File: src/rtl/sram_bus_pkg.sv
package sram_bus_pkg;

    localparam int PH_W = 2;

    typedef enum logic [1:0] {
        ST_TURN  = 2'd0,
        ST_IDLE  = 2'd1,
        ST_READ  = 2'd2,
        ST_WRITE = 2'd3
    } seq_state_t;

endpackage

File: src/rtl/sram_phase_gen.sv
module sram_phase_gen #(
    parameter int PH_W = 2
) (
    input  logic            clk,
    input  logic            rst_n,
    output logic [PH_W-1:0] phase
);

    always_ff @(posedge clk or negedge rst_n) begin
        if (!rst_n) begin
            phase <= '0;
        end else begin
            phase <= phase + 1'b1;
        end
    end

endmodule

File: src/rtl/sram_seq_fsm.sv
module sram_seq_fsm
    import sram_bus_pkg::*;
#(
    parameter int PW = PH_W
) (
    input  logic          clk,
    input  logic          rst_n,
    input  logic [PW-1:0] phase,
    input  logic          mreq_n,
    input  logic          rd_n,
    input  logic          wr_n,
    output logic          ce_n,
    output logic          oe_n,
    output logic          drv_en,
    output logic          we_early_n,
    output logic          capture_en
);

    localparam logic [PW-1:0] PH_FIRST = '0;
    localparam logic [PW-1:0] PH_LAST  = '1;

    seq_state_t    state;
    seq_state_t    nxt;
    logic [PW-1:0] phase_nxt;
    logic          rd_req;
    logic          wr_req;

    assign rd_req    = !mreq_n && !rd_n;
    assign wr_req    = !mreq_n && !wr_n;
    assign phase_nxt = phase + 1'b1;

    // next-state logic
    always_comb begin
        nxt = state;
        unique case (state)
            ST_TURN: begin
                if (rd_req) begin
                    nxt = ST_READ;
                end else if (wr_req) begin
                    nxt = ST_WRITE;
                end else begin
                    nxt = ST_IDLE;
                end
            end
            ST_IDLE, ST_READ, ST_WRITE: begin
                if (phase == PH_LAST) begin
                    nxt = ST_TURN;
                end
            end
        endcase
    end

    // state register
    always_ff @(posedge clk or negedge rst_n) begin
        if (!rst_n) begin
            state <= ST_TURN;
        end else begin
            state <= nxt;
        end
    end

    // registered strobes, decoded from the state being entered
    always_ff @(posedge clk or negedge rst_n) begin
        if (!rst_n) begin
            ce_n       <= 1'b1;
            oe_n       <= 1'b1;
            drv_en     <= 1'b0;
            we_early_n <= 1'b1;
        end else begin
            ce_n       <= !((nxt == ST_READ) || (nxt == ST_WRITE));
            oe_n       <= (nxt != ST_READ);
            drv_en     <= (nxt == ST_WRITE);
            we_early_n <= !((nxt == ST_WRITE) && (phase_nxt != PH_LAST)
                            && (phase_nxt != PH_FIRST));
        end
    end

    assign capture_en = (state == ST_READ) && (phase == PH_LAST);

endmodule

File: src/rtl/sram_we_shaper.sv
module sram_we_shaper (
    input  logic clk,
    input  logic rst_n,
    input  logic early_n,
    output logic we_n
);

    logic late_n;

    // half-period delayed copy, taken on the falling edge
    always_ff @(negedge clk or negedge rst_n) begin
        if (!rst_n) begin
            late_n <= 1'b1;
        end else begin
            late_n <= early_n;
        end
    end

    // low only while both flops are low: falls late, rises early
    assign we_n = early_n | late_n;

endmodule

File: src/rtl/sram_rd_capture.sv
module sram_rd_capture #(
    parameter int BYTE_W = 8
) (
    input  logic              clk,
    input  logic              rst_n,
    input  logic              en,
    input  logic [BYTE_W-1:0] lane_in,
    output logic [BYTE_W-1:0] byte_q
);

    always_ff @(posedge clk or negedge rst_n) begin
        if (!rst_n) begin
            byte_q <= '0;
        end else if (en) begin
            byte_q <= lane_in;
        end
    end

endmodule

File: src/rtl/sram_bus_ctrl.sv
module sram_bus_ctrl
    import sram_bus_pkg::*;
#(
    parameter int ADDR_W = 16,
    parameter int DATA_W = 16,
    parameter int BYTE_W = 8
) (
    input  logic                 clk,
    input  logic                 rst_n,
    input  logic [ADDR_W-1:0]    cpu_addr,
    input  logic [BYTE_W-1:0]    cpu_wdata,
    input  logic                 cpu_mreq_n,
    input  logic                 cpu_rd_n,
    input  logic                 cpu_wr_n,
    output logic [BYTE_W-1:0]    cpu_rdata,
    output logic [PH_W-1:0]      cyc_phase,
    output logic [ADDR_W-1:0]    sram_addr,
    output logic [DATA_W-1:0]    sram_dq_out,
    output logic                 sram_dq_oe,
    input  logic [BYTE_W-1:0]    sram_rd_lane,
    output logic                 sram_ce_n,
    output logic                 sram_oe_n,
    output logic                 sram_we_lo_n,
    output logic                 sram_we_hi_n
);

    localparam int UPPER_W = DATA_W - BYTE_W;

    logic we_early_n;
    logic capture_en;

    sram_phase_gen #(.PH_W(PH_W)) u_phase (
        .clk   (clk),
        .rst_n (rst_n),
        .phase (cyc_phase)
    );

    sram_seq_fsm #(.PW(PH_W)) u_fsm (
        .clk        (clk),
        .rst_n      (rst_n),
        .phase      (cyc_phase),
        .mreq_n     (cpu_mreq_n),
        .rd_n       (cpu_rd_n),
        .wr_n       (cpu_wr_n),
        .ce_n       (sram_ce_n),
        .oe_n       (sram_oe_n),
        .drv_en     (sram_dq_oe),
        .we_early_n (we_early_n),
        .capture_en (capture_en)
    );

    sram_we_shaper u_we (
        .clk     (clk),
        .rst_n   (rst_n),
        .early_n (we_early_n),
        .we_n    (sram_we_lo_n)
    );

    sram_rd_capture #(.BYTE_W(BYTE_W)) u_cap (
        .clk     (clk),
        .rst_n   (rst_n),
        .en      (capture_en),
        .lane_in (sram_rd_lane),
        .byte_q  (cpu_rdata)
    );

    assign sram_addr    = cpu_addr;
    assign sram_dq_out  = {{UPPER_W{1'b0}}, cpu_wdata};
    assign sram_we_hi_n = 1'b1;

endmodule

File: config.mk
export PLATFORM = sky130hd
export DESIGN_NAME = sram_bus_ctrl
export DESIGN_NICKNAME = d
export VERILOG_FILES = /design/src/rtl/sram_bus_pkg.sv /design/src/rtl/sram_phase_gen.sv /design/src/rtl/sram_seq_fsm.sv /design/src/rtl/sram_we_shaper.sv /design/src/rtl/sram_rd_capture.sv /design/src/rtl/sram_bus_ctrl.sv
export SDC_FILE = /design/constraint.sdc
export NUM_CORES = 1
export LEC_CHECK = 0
export BUFFER_PORTS_ARGS = -buffer_cell sky130_fd_sc_hd__buf_4
export CAP_MARGIN = 0
export CORE_MARGIN = 2
export CORE_UTILIZATION = 36
export CTS_CLUSTER_SIZE = 14
export DETAILED_ROUTE_END_ITERATION = 8
export PLACE_DENSITY = 0.79
export SYNTH_ARGS = -nofsm -noshare
export SYNTH_HDL_FRONTEND = slang
export SYNTH_SLANG_ARGS = --single-unit
File: constraint.sdc
create_clock -name clk -period 1.7 [get_ports clk]
set_input_delay 0.255 -clock clk [delete_from_list [all_inputs] [get_ports clk]]
set_output_delay 0.255 -clock clk [all_outputs]
set_load 0.05 [all_outputs]
==> flow_summary_export.csv <==
group,metric,value,unit
place,preCtsSetupSlack,-182,ps
pwr,seqPwrFrac,37.2,%
global_routing,global_route.usage.total,8.73,%
setup_path,crit_path_end_kind,"output port",
finish,n_antenna_cell,0,
yosys,synth_cells,78,
clock_tree,htree_levels,1,
floorplanning,floorplan.core_area,0.00241,mm2
setup_path,rr_worst_depth,3,
pwr,cellPowerDensity,1850,mW/mm2
clock_tree,ctsLongestPathBuffers,2,
min_path,min-delay-path-class,"input pin to register",
yosys,synth_top_flop_cell,"sky130_fd_sc_hd__dfrtp_1",
setup_path,arrival,1940,ps
setup_path,path_class,"register to output port",
timing,holdWs,200,ps
setup_path,reg_to_reg_critical_path_endpoint,"u_cap.byte_q[6]",
yosys,synth_cell_type_count,15,
yosys,synth_common_cells,"sky130_fd_sc_hd__buf_4, sky130_fd_sc_hd__dfrtp_1, sky130_fd_sc_hd__mux2_2",
timing,finalSetupViolCount,1,
setup_path,endpoint,"sram_we_lo_n",
yosys,yosysMostFrequentCell,"sky130_fd_sc_hd__buf_4",
timing,fin_skew,55.2,ps
pwr,netSwitchingPower,813,uW
global_routing,antenna_found_initial,0,
pwr,irDropWorstVdd,1.05,mV
outcome,status,"finished, violations left",
yosys,synthArstFlopShare,100,%
floorplanning,initial_utilization,37.2,%
drt,drt_iter0_drc,1,
yosys,synth-seq-area-share,48.0,%
timing,final-max-slew-violation-count,0,
floorplanning,boundaryPins,84,
global_routing,grtUsageMet1,9.42,%
setup_path,critPathLaunch,"u_we.late_n",
global_routing,grt_start_max_net_pins,18,
pwr,sw_frac_of_total,46.0,%
yosys,postSynthRegisterBits,17,
clock_tree,cts_root_buffer,"sky130_fd_sc_hd__clkbuf_4",
pwr,power_report.internal_total,953,uW
floorplanning,die-width,53.9,um
timing,setup_total_negative_slack,-493,ps
drt,num_vias,477,
global_routing,globalRouteOverflowTotal,0,
global_routing,gr-max-usage-layer,"met2",
yosys,post_synthesis_cell_type_with_the_largest_combined_area,"sky130_fd_sc_hd__dfrtp_1",
global_routing,use_met3,4.44,%
yosys,number_of_enable_type_register_cells_in_the_synthesized_netlist,0,
place,hpwlAfterDp,1.05,mm
global_routing,grtUsageMet2,13.8,%
setup_path,critical_path_rt,1440,ps
setup_path,reg2reg_setup_slack,210,ps
drt,detailedRoute.firstPassIterationCount,4,
place,io_buffers,26,
clock_tree,worstSkewPairLatency,330,ps
setup_path,cp-start-kind,"register",
pwr,clock_power_share,12.2,%
floorplanning,row_count,18,
setup_path,cp_max_fo,1,
finish,design.final.nets,124,
finish,area_growth,6.42,%
pwr,power.share.combinational,50.6,%
outcome,violations,"negative setup slack",
drt,routedWlPerCell,11.4,um
place,place_congestion,0.624,
place,place_inst,108,
floorplanning,die_area,0.00290,mm2
drt,finalWirelength,1.29,mm
clock_tree,clock_sinks,17,
setup_path,r2r_start,"u_phase.phase[0]",
yosys,synth-warning-count,0,
timing,grt_setup_unrepaired,"true",
place,placed_area,910,um2
flow_run,drv.max_cap_violation_count,0,
yosys,synthesis.area,896,um2
timing,final_hold_viol_count,0,
yosys,avgSynthCellArea,11.5,um2
floorplanning,floorplan.die.height,53.9,um
setup_path,crit_path_max_incr_delay,510,ps
setup_path,critical_path.slowest_cell,"sky130_fd_sc_hd__dfstp_2",
setup_path,worstPathCellList,"or2_4 -> buf_8",
finish,fin_cells,113,
global_routing,grt_first_pass_wirelength,1.76,mm
finish,fillers,239,
finish,drive_above_1_share,51.8,%
pwr,total_leakage_power,0.473,nW
yosys,synth.top_cell.area_share,36.3,%
clock_tree,tritoncts.num_buffers,3,
finish,layout_cell_area_excl_fill,953,um2
yosys,cells_taking_the_most_area_after_synthesis,"sky130_fd_sc_hd__dfrtp_1, sky130_fd_sc_hd__buf_4, sky130_fd_sc_hd__dfstp_2",
clock_tree,path_clk_slew,90,ps
drt,route.detailed.drc,0,
clock_tree,tritoncts,"done",
global_routing,first_global_vias,425,
drt,route.detailed.vias_per_inst,4.22,
drt,drt.antenna.violating_nets,0,
timing,worst_slack,-493,ps
==> worst max-delay path: cells and delay by family, from the launching register on <==
family                 cells  cell delay [ps]
flip-flops                 1              510
buffers and inverters      1              130
AND/OR/NAND/NOR            1              110
==> state kept, by name (all words and copies together), names as in the netlist <==
register	count
u_cap.byte_q	8
u_we.late_n	1
u_fsm.oe_n	1
u_fsm.state	2
u_phase.phase	2
u_fsm.we_early_n	1
u_fsm.ce_n	1
u_fsm.drv_en	1
==> cell families after synthesis <==
logic type,count (synthesis),synth area share [%]
buffers and inverters,38,29.7
flip-flops,17,48.0
multiplexers,9,11.3
AND/OR/NAND/NOR,6,3.63
AO/OA/AOI/OAI,3,2.23
adder cells (fa/ha/maj),3,4.19
other,2,0.838
==> final cells by class <==
| class | instances | area, um2 | share of cell area (%) |
|---|---|---|---|
| flip-flops and latches | 17 | 430 | 45.1 |
| multi-input cells | 30 | 228 | 23.9 |
| repair buffers | 27 | 213 | 22.3 |
| well taps | 30 | 37.5 | 3.94 |
| clock buffers | 4 | 26.3 | 2.76 |
| inverters | 4 | 15.0 | 1.57 |
| clock inverters | 1 | 3.75 | 0.394 |
==> layout by cell type, fill, tap and decap left out, drive strengths merged, types with 2 or more instances in the layout <==
cell type	instances
buf	26
ha	3
inv	5
dfstp	4
conb	9
mux2	9
clkbuf	4
dfrtp	13
nand2	2
==> routing by layer <==
layer	vias up	wire length [um]
met5	-	0
met4	0	4
met3	2	214
met2	40	622
met1	221	449
li1	214	-
==> metrics by stage <==
step	util [%]	power, mW
after floorplan	-	1.47
after global placement	37.7	1.55
after detailed placement	37.7	1.57
after CTS	39.6	1.78
after global routing	39.6	1.86
final	39.6	1.77
==> power groups by stage <==
stage	registers (mW)	clock network, mW	logic [mW]
after floorplan	1.11	0.00736	0.353
after global placement	0.656	0.00736	0.885
after detailed placement	0.667	0.00736	0.897
after CTS	0.658	0.226	0.899
after global routing	0.672	0.249	0.938
final	0.657	0.215	0.894
==> timing repair <==
item | CTS | global route
setup endpoints to repair | 1 | 1
hold buffers | 1 | 0
buffers inserted | 0 | 0
hold endpoints to repair | 13 | 0
gates resized for setup | 2 | 0
pin swaps | 0 | 1
==> worst min-delay path by stage <==
stage / depth (start not counted) / start / slack, ps / endpoint
4_1_cts: 2 / sram_rd_lane[3] / 190 / u_cap.byte_q[3]
5_1_grt: 2 / sram_rd_lane[7] / 180 / u_cap.byte_q[7]
3_3_place_gp: 1 / rst_n / 120 / u_cap.byte_q[4]
6_report: 2 / sram_rd_lane[3] / 200 / u_cap.byte_q[3]
3_5_place_dp: 1 / rst_n / 130 / u_cap.byte_q[4]
2_1_floorplan: 0 / rst_n / -40 / u_cap.byte_q[0]
Power figures use the tool's default switching activity.
